**config.mk**
```make
export PLATFORM = sky130hd
export DESIGN_NAME = evt_pkt_serializer
export DESIGN_NICKNAME = d
export VERILOG_FILES = /design/src/rtl/pkt_pkg.sv /design/src/rtl/pkt_bit_counter.sv /design/src/rtl/pkt_shift_reg.sv /design/src/rtl/pkt_crc_engine.sv /design/src/rtl/evt_pkt_serializer.sv
export SDC_FILE = /design/constraint.sdc
export NUM_CORES = 1
export LEC_CHECK = 0
export BUFFER_PORTS_ARGS = -buffer_cell sky130_fd_sc_hd__clkbuf_2
export CORE_MARGIN = 10
export CORE_UTILIZATION = 35
export CTS_CLUSTER_DIAMETER = 40
export DETAILED_ROUTE_END_ITERATION = 8
export PLACE_DENSITY = 0.54
export SLEW_MARGIN = 20
export SYNTH_ARGS = -nofsm -noshare
export SYNTH_HDL_FRONTEND = slang
export SYNTH_SLANG_ARGS = --single-unit
```
**constraint.sdc**
```tcl
create_clock -name clk -period 1.6 [get_ports clk]
set_input_delay 0.32 -clock clk [delete_from_list [all_inputs] [get_ports clk]]
set_output_delay 0.32 -clock clk [all_outputs]
set_load 0.02 [all_outputs]
```
**src/rtl/pkt_pkg.sv**
```systemverilog
package pkt_pkg;
  parameter int WORD_W   = 16;
  parameter int BC_W     = 12;
  parameter int EC_W     = 8;
  parameter int FLAG_W   = 4;
  parameter int ID_W     = 12;
  parameter int CHAN_N   = 128;
  parameter int CRC_W    = 16;
  parameter int MARK_W   = 4;
  parameter int HDR_WORDS = 3;
  localparam int HDR_W   = HDR_WORDS * WORD_W;
  localparam int BODY_W  = HDR_W + CHAN_N;
  localparam int PKT_W   = BODY_W + CRC_W;
  localparam int CNT_W   = $clog2(PKT_W);

  localparam logic [MARK_W-1:0] MARK_BC = 4'b1010;
  localparam logic [MARK_W-1:0] MARK_EC = 4'b1100;
  localparam logic [MARK_W-1:0] MARK_ID = 4'b1110;
  localparam logic [CRC_W-1:0]  CRC_POLY = 16'h1021;
  localparam logic [CRC_W-1:0]  CRC_SEED = 16'hFFFF;

  // One serial step of the checksum: feedback of the top bit with the new bit.
  function automatic logic [CRC_W-1:0] crc_step(input logic [CRC_W-1:0] c, input logic b);
    logic fb;
    fb = c[CRC_W-1] ^ b;
    return {c[CRC_W-2:0], 1'b0} ^ (fb ? CRC_POLY : '0);
  endfunction

  // Channel 127 leads, so the hit vector is placed unreversed.
  function automatic logic [BODY_W-1:0] frame_of(
    input logic [BC_W-1:0]   bc,
    input logic [EC_W-1:0]   ec,
    input logic [FLAG_W-1:0] fl,
    input logic [ID_W-1:0]   id,
    input logic [CHAN_N-1:0] ch);
    return {MARK_BC, bc, MARK_EC, ec, fl, MARK_ID, id, ch};
  endfunction
endpackage

```
**src/rtl/pkt_bit_counter.sv**
```systemverilog
module pkt_bit_counter
  import pkt_pkg::*;
(
  input  logic clk,
  input  logic rst_n,
  input  logic start,
  output logic busy,
  output logic last_bit,
  output logic in_body,
  output logic in_crc
);
  logic [CNT_W-1:0] cnt_q;
  localparam logic [CNT_W-1:0] LAST = CNT_W'(PKT_W - 1);
  localparam logic [CNT_W-1:0] BODY_END = CNT_W'(BODY_W);

  always_ff @(posedge clk or negedge rst_n) begin
    if (!rst_n) begin
      busy  <= 1'b0;
      cnt_q <= '0;
    end else if (start) begin
      busy  <= 1'b1;
      cnt_q <= '0;
    end else if (busy) begin
      if (cnt_q == LAST) begin
        busy  <= 1'b0;
        cnt_q <= '0;
      end else begin
        cnt_q <= cnt_q + 1'b1;
      end
    end
  end

  assign last_bit = busy && (cnt_q == LAST);
  assign in_body  = busy && (cnt_q < BODY_END);
  assign in_crc   = busy && (cnt_q >= BODY_END);

  // inside a packet the position advances by one every cycle
  a_r7_count_step: assert property (@(posedge clk) disable iff (!rst_n)
    busy && !last_bit && !start |=> busy && cnt_q == $past(cnt_q) + 1'b1);
  // counter leaves the packet after the last position
  a_r7_count_end: assert property (@(posedge clk) disable iff (!rst_n)
    last_bit && !start |=> !busy);
endmodule

```
**src/rtl/pkt_shift_reg.sv**
```systemverilog
module pkt_shift_reg
  import pkt_pkg::*;
(
  input  logic              clk,
  input  logic              rst_n,
  input  logic              load,
  input  logic              shift,
  input  logic [BODY_W-1:0] frame,
  output logic              msb
);
  logic [BODY_W-1:0] sh_q;

  always_ff @(posedge clk or negedge rst_n) begin
    if (!rst_n)     sh_q <= '0;
    else if (load)  sh_q <= frame;
    else if (shift) sh_q <= {sh_q[BODY_W-2:0], 1'b0};
  end

  assign msb = sh_q[BODY_W-1];

  // without load or shift the captured frame stays put
  a_r10_hold: assert property (@(posedge clk) disable iff (!rst_n)
    !load && !shift |=> $stable(sh_q));
endmodule

```
**src/rtl/pkt_crc_engine.sv**
```systemverilog
module pkt_crc_engine
  import pkt_pkg::*;
(
  input  logic clk,
  input  logic rst_n,
  input  logic init,
  input  logic feed,
  input  logic data_bit,
  input  logic drain,
  output logic crc_msb
);
  logic [CRC_W-1:0] crc_q;

  always_ff @(posedge clk or negedge rst_n) begin
    if (!rst_n)      crc_q <= '0;
    else if (init)   crc_q <= CRC_SEED;
    else if (feed)   crc_q <= crc_step(crc_q, data_bit);
    else if (drain)  crc_q <= {crc_q[CRC_W-2:0], 1'b0};
  end

  assign crc_msb = crc_q[CRC_W-1];

  // feeding and draining never overlap
  a_r6_phase_excl: assert property (@(posedge clk) disable iff (!rst_n)
    !(feed && drain));
endmodule

```
**src/rtl/evt_pkt_serializer.sv**
```systemverilog
module evt_pkt_serializer
  import pkt_pkg::*;
(
  input  logic         clk,
  input  logic         rst_n,
  input  logic         evt_valid,
  output logic         evt_ready,
  input  logic [11:0]  evt_bc,
  input  logic [7:0]   evt_ec,
  input  logic [3:0]   evt_flags,
  input  logic [127:0] evt_chan,
  input  logic [11:0]  chip_id,
  output logic         ser_out,
  output logic         ser_valid
);
  logic accept, busy, last_bit, in_body, in_crc;
  logic body_bit, crc_bit;
  logic [BODY_W-1:0] frame;

  assign evt_ready = !busy || last_bit;
  assign accept    = evt_valid && evt_ready;
  assign frame     = frame_of(evt_bc, evt_ec, evt_flags, chip_id, evt_chan);

  pkt_bit_counter u_cnt (
    .clk(clk), .rst_n(rst_n), .start(accept),
    .busy(busy), .last_bit(last_bit), .in_body(in_body), .in_crc(in_crc));

  pkt_shift_reg u_sh (
    .clk(clk), .rst_n(rst_n), .load(accept), .shift(in_body),
    .frame(frame), .msb(body_bit));

  pkt_crc_engine u_crc (
    .clk(clk), .rst_n(rst_n), .init(accept), .feed(in_body && !accept),
    .data_bit(body_bit), .drain(in_crc && !accept), .crc_msb(crc_bit));

  assign ser_out   = in_body ? body_bit : (in_crc ? crc_bit : 1'b0);
  assign ser_valid = busy;

  // line stays low while idle
  a_r8_idle_low: assert property (@(posedge clk) disable iff (!rst_n)
    !ser_valid |-> !ser_out);
  // an accepted event opens a packet next cycle
  a_r7_open: assert property (@(posedge clk) disable iff (!rst_n)
    accept |=> ser_valid);
  // every packet starts with the leading 1 of its marker
  a_r2_lead_one: assert property (@(posedge clk) disable iff (!rst_n)
    accept |=> ser_out);
  // no acceptance in the middle of a packet
  a_r9_ready_gap: assert property (@(posedge clk) disable iff (!rst_n)
    ser_valid && !last_bit |-> !evt_ready);
endmodule

```
==> metrics.txt, run 1 <==
Max Root-Sink Buffers 3; Die X 178 um; Hold Crit Start evt_chan[0]; clock latency on the worst-skew pair 0.50 ns; Initial Util 0.358; layout cells sized above 1 0.359; arrival time at the worst endpoint about 1.7 ns; min cycle time layout 2.02 ns; Worst Skew 0.0251 ns; vias per inst approximately 5.3; Mean Syn Cell Area 12.1 um^2; clk slew on worst S/H paths 0.05 ns; Port Buffers 169; CP Launch Type flop; Worst Setup End Kind output pin; # clock sinks 201; DRC viols 0; Final Cell Area 12900 um^2; final worst slack -0.421 ns; root buf cell clkbuf_16; DP HPWL between 10 and 15 mm; largest net degree at the start of global routing 52; most common cell after layout, fill and taps aside dfrtp_1; max-cap check violation count 0; Rows 57; Pins Over Slew Limit 0; most frequent cells in the layout dfrtp_1, clkbuf_2, a21o_1, a22o_1, clkbuf_16; GR Overflow Total 0; hold path depth 3; Mapped Nets 889; Worst Path Required roughly 1.3 ns; met2 Use GR 0.229; HP Class in2reg; register bit total from synthesis 201; setup tns final -48.04 ns; Lkg Pwr 7.41 nW; busiest grt layer met2; drt total wl 26.5 mm; DR iter-0 viols 410; fin crit share 1.26; DIE AREA 31700 um^2; post-synthesis sequential area ratio 0.575; maximum VDD drop 0.963 mV; power per cell area 1140 nW/um^2; die height 178 um; post-placement cell area 10300 um^2; Syn. warnings 0; gr usage total 0.159; kind of critical path reg2out; reg2reg start u_cnt.cnt_q[1]$_DFFE_PN0P_; Ports 170; GP Congestion 0.719; initial antenna violation count 1; CTS tree yes; Synth-to-Final Area Change 47.2%; reg-to-reg critical path endpoint u_sh.sh_q[116]$_DFFE_PN0P_; Synth Instances 721; Vias 7065; Final ANT Viol Nets 0; core area 24500 um^2; final setup fails 181; Post-Place Cells 1202; violated checks setup timing; vias in the first global route 7305; Reg2Reg Depth 10; WL per Instance roughly 20 um; status finished, violations left; mapped cell area approximately 8800 um^2; # H-tree levels 2; met3 Track Usage GR 0.0488; crit path max fanout 2; actual slew at the worst max-slew pin 0.405 ns; Max-Slew Margin vs Limit 0.730; worst-case hold slack 0.0754 ns; fmax about 0.49 GHz; CTS Buf Count 36; global-route wire length before repair 40.8 mm; DR pass1 iterations 5; RSZ-0062 raised after global routing true; R2R Setup Slk -0.38 ns; Yosys cell types 33; final number of hold-violating endpoints 0; Post-Layout Cell Count 1321; Hold EP u_sh.sh_q[0]$_DFFE_PN0P_; NumNets Final 1140; M1 GR Usage 0.225
where the power goes:
part / leakage (nW) / internal [W] / switching [W] / total [W]
combinational: 4.22 / 0.000479 / 0.000358 / 0.000837
sequential: 2.56 / 0.00537 / 0.000161 / 0.00553
clock: 0.628 / 0.00578 / 0.00257 / 0.00834
routing by layer:
metal	routed length, um	vias to the layer above
met3	2270	31
li1	-	3254
met1	12200	3557
met4	412	0
met5	0	-
met2	11500	223
synth_stat cells:
library cell	n	share of area
dfrtp_1	201	0.57
a21o_1	164	0.14
a22o_1	163	0.16
buf_2	37	0.021
nand2_1	36	0.015
nor2_1	16	0.0069
clkbuf_1	15	0.0064
mux2i_1	15	0.017
o21ai_0	13	0.0074
buf_6	8	0.010
nor3_1	7	0.0040
inv_1	6	0.0026
o22ai_1	6	0.0043
nand3_1	5	0.0029
a21oi_1	4	0.0023
and3_1	3	0.0021
buf_4	2	0.0017
nand4_1	2	0.0014
nor2b_1	2	0.0014
o21a_1	2	0.0017
or3_1	2	0.0014
a21oi_2	1	0.0010
a31oi_1	1	0.00072
buf_1	1	0.00043
ha_1	1	0.0014
nand4b_1	1	0.0010
nor4b_1	1	0.0010
o211ai_1	1	0.00086
o21ai_1	1	0.00057
o22ai_2	1	0.0014
or2_2	1	0.00072
xnor2_1	1	0.0010
xor2_1	1	0.0010
through the flow:
stage | utilization | worst slack (ns) | total power, W
final | 0.527 | -0.421 | 0.0147
after global routing | 0.526 | -0.480 | 0.0152
after CTS | 0.525 | -0.444 | 0.0149
after detailed placement | 0.420 | -0.173 | 0.00644
after global placement | 0.420 | -0.190 | 0.00643
after floorplan | - | -0.0608 | 0.00597
cell families after synthesis:
group                      after synthesis  share of synthesized area
muxes                                   15                     0.0171
buffers and inverters                   69                     0.0426
AOI/OAI and AO/OA                      357                      0.324
adders and majority gates                1                    0.00143
and+or+nand+nor                         76                     0.0383
DFF                                    201                      0.575
xor gates and xnor gates                 2                    0.00200
worst max-delay path, cell delays in order, from the launching register on:
cell and delay, ns:
dfrtp_1 0.41, a21oi_2 0.17, buf_4 0.14, nor2_4 0.03, mux2i_2 0.16, nor2b_2 0.13
clkbuf_8 0.15
worst max-delay path by stage:
| stage | from | to | slack, ns | cells past startpoint |
|---|---|---|---|---|
| 5_1_grt | u_cnt.cnt_q[5]$_DFFE_PN0P_ | ser_out | -0.48 | 6 |
| 3_5_place_dp | u_cnt.cnt_q[0]$_DFFE_PN0P_ | u_sh.sh_q[84]$_DFFE_PN0P_ | -0.17 | 7 |
| 6_report | u_cnt.cnt_q[5]$_DFFE_PN0P_ | ser_out | -0.42 | 6 |
| 3_3_place_gp | u_cnt.cnt_q[0]$_DFFE_PN0P_ | u_sh.sh_q[103]$_DFFE_PN0P_ | -0.19 | 7 |
| 4_1_cts | u_cnt.cnt_q[4]$_DFFE_PN0P_ | ser_out | -0.44 | 6 |
| 2_1_floorplan | u_cnt.busy$_DFF_PN0_ | ser_out | -0.06 | 4 |
state kept, by name (all words and copies together), names as in the netlist:
name         flops
u_sh.sh_q      176
u_cnt.busy       1
u_crc.crc_q     16
u_cnt.cnt_q      8
what timing repair did:
item / CTS / global route
endpoints found under the setup margin: 196 / 197
gates cloned: 26 / 6
hold endpoints to repair: 31 / 0
resized for setup: 74 / 37
pin swaps: 159 / 36
setup buffers: 28 / 9
hold buffers: 1 / 0
cell type report:
class                      count  area (um^2)
fill                        2094        11600
sequential                   201         5030
clock inverter                19          337
antenna                        2         5.00
multi-input combinational    451         3490
inverter                       6         22.5
timing repair buffer         276         2620
tap                          324          405
clock buffer                  42          975
Note: power is estimated with default switching activity, not from simulation.
==> run 2, diff against run 1 <==
- SETUP_SLACK_MARGIN: not set -> 0.02
==> run 2 against run 1 <==
  * The run still ends with setup timing left
  * Design area shrank 0.67%
  * Combinational power up 2%
  * Sequential power about the same
  * Die area unchanged
  * Utilization decreased by 0.35 points
  * Power decreased by 7.2%
  * Register-to-register slack gained 0.04 ns
  * First-iteration DRC count is 11% higher
  * Worst setup slack improved by 0.018 ns
==> metrics.txt, run 2 (synthesis gave the netlist of run 1 again) <==
Die X 178 um; final worst slack -0.403 ns; Max Root-Sink Buffers 3; arrival time at the worst endpoint between 1.5 and 2 ns; layout cells sized above 1 0.359; Post-Place Cells around 1200; root buf cell clkbuf_16; RSZ-0062 raised after global routing true; dpl ws -0.0523 ns; # H-tree levels 2; most frequent cells in the layout dfrtp_1, clkbuf_2, a21o_1, a22o_1, clkbuf_16; vias in the first global route 7299; Ports 170; gr usage total 0.152; clk slew on worst S/H paths 0.05 ns; kind of critical path reg2out; global-route wire length before repair 39.3 mm; fin util 0.523; initial antenna violation count 4; worst-case hold slack between 0.05 and 0.06 ns; Pins Over Slew Limit 0; fin crit share 1.25; Rows 57; Worst Path Required 1.28 ns; core area roughly 24000 um^2; Port Buffers between 150 and 200; Worst Setup End Kind output pin; clock latency on the worst-skew pair around 0.5 ns; largest net degree at the start of global routing 45; final number of hold-violating endpoints 0; maximum VDD drop 0.707 mV; Worst Skew 0.0135 ns; max-cap check violation count 0; biggest regs u_sh.sh_q x176, u_crc.crc_q x16, u_cnt.cnt_q x8; most common cell after layout, fill and taps aside dfrtp_1; max reg flops 176; fmax 0.499 GHz; GR Overflow Total 0; violated checks setup timing; DIE AREA 31700 um^2; FILL cells 2156; GP Congestion ~0.74; Vias around 7000; Final ANT Viol Nets 0; vias per inst between 5 and 6; Biggest register u_sh.sh_q; min cycle time layout 2.00 ns; Lkg Pwr 7.41 nW; NumNets Final 1149; drt total wl 25.2 mm; DR pass1 iterations 5; crit path max fanout 2; # clock sinks 201; power per cell area roughly 1100 nW/um^2; final setup fails 169; actual slew at the worst max-slew pin 0.466 ns; DRC viols 0; DR iter-0 viols 456; Initial Util 0.358; die height 178 um; CP Launch Type flop; CTS Buf Count 36; WL per Instance ~19 um; Post-Layout Cell Count 1331; Max-Slew Margin vs Limit 0.690; DP HPWL roughly 16 mm; Synth-to-Final Area Change 46.2%; status finished, violations left; CTS tree yes; HP Class in2reg
==> run 2: changes by cell type in the layout (fill, tap and decap cells not counted), sizes merged <==
| cell | before | now |
|---|---|---|
| buf | 103 | 106 |
| bufinv | 9 | 2 |
| clkbuf | 214 | 226 |
| clkinv | 5 | 6 |
| clkinvlp | 5 | 2 |
| inv | 6 | 10 |
==> run 2: routing by layer <==
| layer | up-vias | GRT usage | wire [um] |
|---|---|---|---|
| met3 | 44 | 0.0514 | 2040 |
| li1 | 3264 | - | - |
| met5 | - | 0 | 18 |
| met1 | 3490 | 0.209 | 11900 |
| met2 | 199 | 0.223 | 10900 |
| met4 | 4 | 0.0424 | 404 |
==> run 2: path summary, 6_finish.rpt <==
| kind | startpoint | end | cells after the start | slack, ns |
|---|---|---|---|---|
| max reg2reg | u_cnt.cnt_q[5]$_DFFE_PN0P_ | u_sh.sh_q[94]$_DFFE_PN0P_ | 10 | -0.34 |
| max in group asynchronous | rst_n | u_sh.sh_q[64]$_DFFE_PN0P_ | 3 | 0.69 |
| min in group asynchronous | rst_n | u_sh.sh_q[122]$_DFFE_PN0P_ | 2 | 0.35 |
| min reg2reg | u_sh.sh_q[38]$_DFFE_PN0P_ | u_sh.sh_q[38]$_DFFE_PN0P_ | 1 | 0.47 |
| max | u_cnt.cnt_q[5]$_DFFE_PN0P_ | ser_out | 6 | -0.40 |
| min | evt_chan[0] | u_sh.sh_q[0]$_DFFE_PN0P_ | 3 | 0.05 |
==> run 2: stage by stage <==
stage,power [W],TNS [ns],area [um^2]
6_report,0.0136,-37.70,12800
3_3_place_gp,0.00645,-1.17,10500
5_1_grt,0.0142,-52.18,12800
4_1_cts,0.0139,-33.34,12300
2_1_floorplan,0.00597,-0.0370,8810
3_5_place_dp,0.00646,-4.06,10500
==> run 2: worst max-delay path, stage by stage, from the launching register on <==
cell	delay (ns)
dfrtp_1	0.41
a21oi_2	0.18
buf_4	0.15
nor2_4	0.03
mux2i_2	0.14
nor2b_2	0.12
clkbuf_8	0.15
==> run 2: layout make-up <==
type	instances	area, um^2	area share
clock inverters	14	151	0.0118
flip-flops and latches	201	5030	0.393
clock buffers	48	1010	0.0787
multi-input cells	451	3460	0.270
repair buffers	285	2720	0.212
diodes	2	5.00	0.000391
well taps	324	405	0.0317
inverters	6	22.5	0.00176
==> run 2: power breakdown <==
group	leakage [nW]	total [W]	internal (W)	switching, W
clock network	0.564	0.00726	0.00475	0.00252
logic	4.28	0.000854	0.000493	0.000361
registers	2.56	0.00552	0.00537	0.000154
total	7.41	0.0136	0.0106	0.00303
==> run 2: repair_timing <==
item | CTS | global route
pin swaps | 11 | 102
buffers inserted | 13 | 22
setup endpoints to repair | 167 | 198
hold endpoints to repair | 37 | 0
gates cloned | 15 | 11
resized for setup | 40 | 48
hold buffers | 1 | 0
==> run 3, diff against run 2 <==
- CELL_PAD_IN_SITES_DETAIL_PLACEMENT: not set -> 1
- CELL_PAD_IN_SITES_GLOBAL_PLACEMENT: not set -> 2
- CORE_UTILIZATION: 35 -> 33
- PLACE_DENSITY: 0.54 -> 0.73
==> run 3 against run 2 <==
  * The flow still finishes with violations (setup timing)
  * Sequential share of layout area grew 0.085 points
  * Worst setup slack worse by 0.044 ns
  * Clock-buffer cell count down 2
  * First-iteration DRC count is 17% lower
  * Design area decreased by 0.17%
  * Cell count up 0.68%
  * Utilization fell by 3.3 points
  * Flip-flop and latch count unchanged
  * Critical path type unchanged
  * Critical endpoint unchanged
  * Highest routed layer unchanged
==> metrics.txt, run 3 (synthesis gave the netlist of run 1 again) <==
status finished, violations left; violated checks setup timing; R2R Setup Slk -0.37 ns; Worst Skew 0.0175 ns; max-cap check violation count 0; final setup fails 181; initial antenna violation count 2; biggest regs u_sh.sh_q x176, u_crc.crc_q x16, u_cnt.cnt_q x8; root buf cell clkbuf_16; Die X 183 um; Hold EP u_sh.sh_q[0]$_DFFE_PN0P_; Reg2Reg Depth 10; Pins Over Slew Limit 0; DRC viols 0; clk slew on worst S/H paths 0.05 ns; Lkg Pwr 7.35 nW; maximum VDD drop 0.840 mV; arrival time at the worst endpoint 1.73 ns; DP HPWL 16.6 mm; clock latency on the worst-skew pair 0.50 ns; most common cell after layout, fill and taps aside dfrtp_1; global-route wire length before repair 43.8 mm; worst-path cell with the longest stage delay dfrtp_1; Synth-to-Final Area Change 45.9%; Worst Path Required 1.28 ns; Ports 170; final worst slack -0.447 ns; die height around 180 um; Hold Crit Start evt_chan[0]; DR iter-0 viols 378; core area about 26000 um^2; # H-tree levels 2; largest net degree at the start of global routing 74; critical path buffer and inverter count 3; Biggest register u_sh.sh_q; Final ANT Viol Nets 0; DIE AREA 33400 um^2; CTS Buf Count 37; CP Launch Type flop; Initial Util 0.336; layout cells sized above 1 0.372; max reg flops 176; Max stage delay on crit path 0.39 ns; CP top delay family buffers and inverters; Post-Place Cells 1225; gr usage total 0.159; Max Root-Sink Buffers 3; crit-path cells buf_6, a21oi_4, buf_6, nor2_4, mux2i_2, nor2b_2, clkbuf_8; most used cell along the critical path buf_6; fin util 0.490; NumNets Final 1148; # clock sinks 201; Rows 59; actual slew at the worst max-slew pin 0.428 ns; final number of hold-violating endpoints 0; vias in the first global route 7848; reg-to-reg critical path endpoint u_sh.sh_q[16]$_DFFE_PN0P_; DR pass1 iterations 4; WL per Instance 20.6 um; Vias a little over 7000; fin crit share 1.28; Max-Slew Margin vs Limit 0.715; min cycle time layout ~2.0 ns; kind of critical path reg2out; GR Overflow Total 0; CTS tree yes; Port Buffers approximately 170; Post-Layout Cell Count 1340; power per cell area 1100 nW/um^2; fmax 0.488 GHz; most frequent cells in the layout dfrtp_1, clkbuf_2, a21o_1, a22o_1, buf_12; vias per inst 5.31; crit path max fanout 2; drt total wl 27.6 mm; GP Congestion just over 0.7; RSZ-0062 raised after global routing true; reg2reg start u_cnt.cnt_q[1]$_DFFE_PN0P_; HP Class in2reg; Worst Setup End Kind output pin; hold path depth 3
==> run 3: cell types whose count changed in the layout (fill, tap and decap cells not counted), sizes merged <==
| cell | before | now |
|---|---|---|
| clkbuf | 226 | 215 |
| buf | 106 | 112 |
| clkinvlp | 2 | 6 |
| inv | 10 | 6 |
| bufinv | 2 | 4 |
| bufbuf | 0 | 1 |
| clkinv | 6 | 7 |
| diode | 2 | 1 |
==> run 3: per-stage QoR <==
| step | cell area (um^2) | hold WS [ns] | setup TNS, ns | power, W | setup slack, ns |
|---|---|---|---|---|---|
| after floorplan | 8810 | 0.0244 | -0.0370 | 0.00597 | -0.0370 |
| after global placement | 10600 | 0.295 | -4.13 | 0.00644 | -0.0547 |
| after detailed placement | 10600 | 0.293 | -8.04 | 0.00646 | -0.0848 |
| after CTS | 12800 | 0.0362 | -46.25 | 0.0143 | -0.437 |
| after global routing | 12800 | 0.0545 | -49.12 | 0.0147 | -0.520 |
| final | 12800 | 0.0650 | -39.65 | 0.0141 | -0.447 |
==> run 3: tightest hold or removal path, cell delays in order <==
cell and delay [ns]:
clkbuf_2 0.10, nand2_2 0.06, o21ai_2 0.05
==> run 3: how the worst max path moves through the flow <==
stage                                    start                          to  slack [ns]  depth (start not counted)
finish              u_cnt.cnt_q[6]$_DFFE_PN0P_                     ser_out       -0.45                          7
CTS                 u_cnt.cnt_q[6]$_DFFE_PN0P_                     ser_out       -0.44                          7
global route        u_cnt.cnt_q[6]$_DFFE_PN0P_                     ser_out       -0.52                          7
detailed placement  u_cnt.cnt_q[1]$_DFFE_PN0P_  u_sh.sh_q[151]$_DFFE_PN0P_       -0.08                          7
global placement    u_cnt.cnt_q[1]$_DFFE_PN0P_  u_sh.sh_q[110]$_DFFE_PN0P_       -0.05                          7
floorplan                 u_cnt.busy$_DFF_PN0_                     ser_out       -0.04                          4
==> run 3: repair_timing <==
item	4_1_cts	5_1_grt
cloned	19	2
buffers inserted	29	20
gates resized for setup	73	32
setup endpoints to repair	181	197
hold buffers	1	0
endpoints found under the hold margin	31	0
pin swaps	146	57
==> run 3: per-layer routing <==
metal	global-route usage	vias to the layer above	part of all wire	routed length [um]
met5	0	-	0.00047	13
met4	0.0391	2	0.017	479
met3	0.0472	44	0.072	1990
met2	0.254	187	0.47	12900
met1	0.206	3637	0.44	12200
li1	-	3247	-	-
==> run 3: cell type report <==
type | instances | area, um^2
multi-input cells | 451 | 3540
clock buffers | 46 | 1010
clock inverters | 17 | 208
diodes | 1 | 2.50
fillers | 2728 | 13300
flip-flops and latches | 201 | 5030
inverters | 6 | 22.5
repair buffers | 283 | 2540
well taps | 335 | 419
==> run 3: report_power, final <==
group | internal [W] | switching [W] | leakage, nW
Clock | 0.00509 | 0.00258 | 0.582
Combinational | 0.000484 | 0.000370 | 4.21
Sequential | 0.00537 | 0.000166 | 2.55
Total | 0.0109 | 0.00312 | 7.35
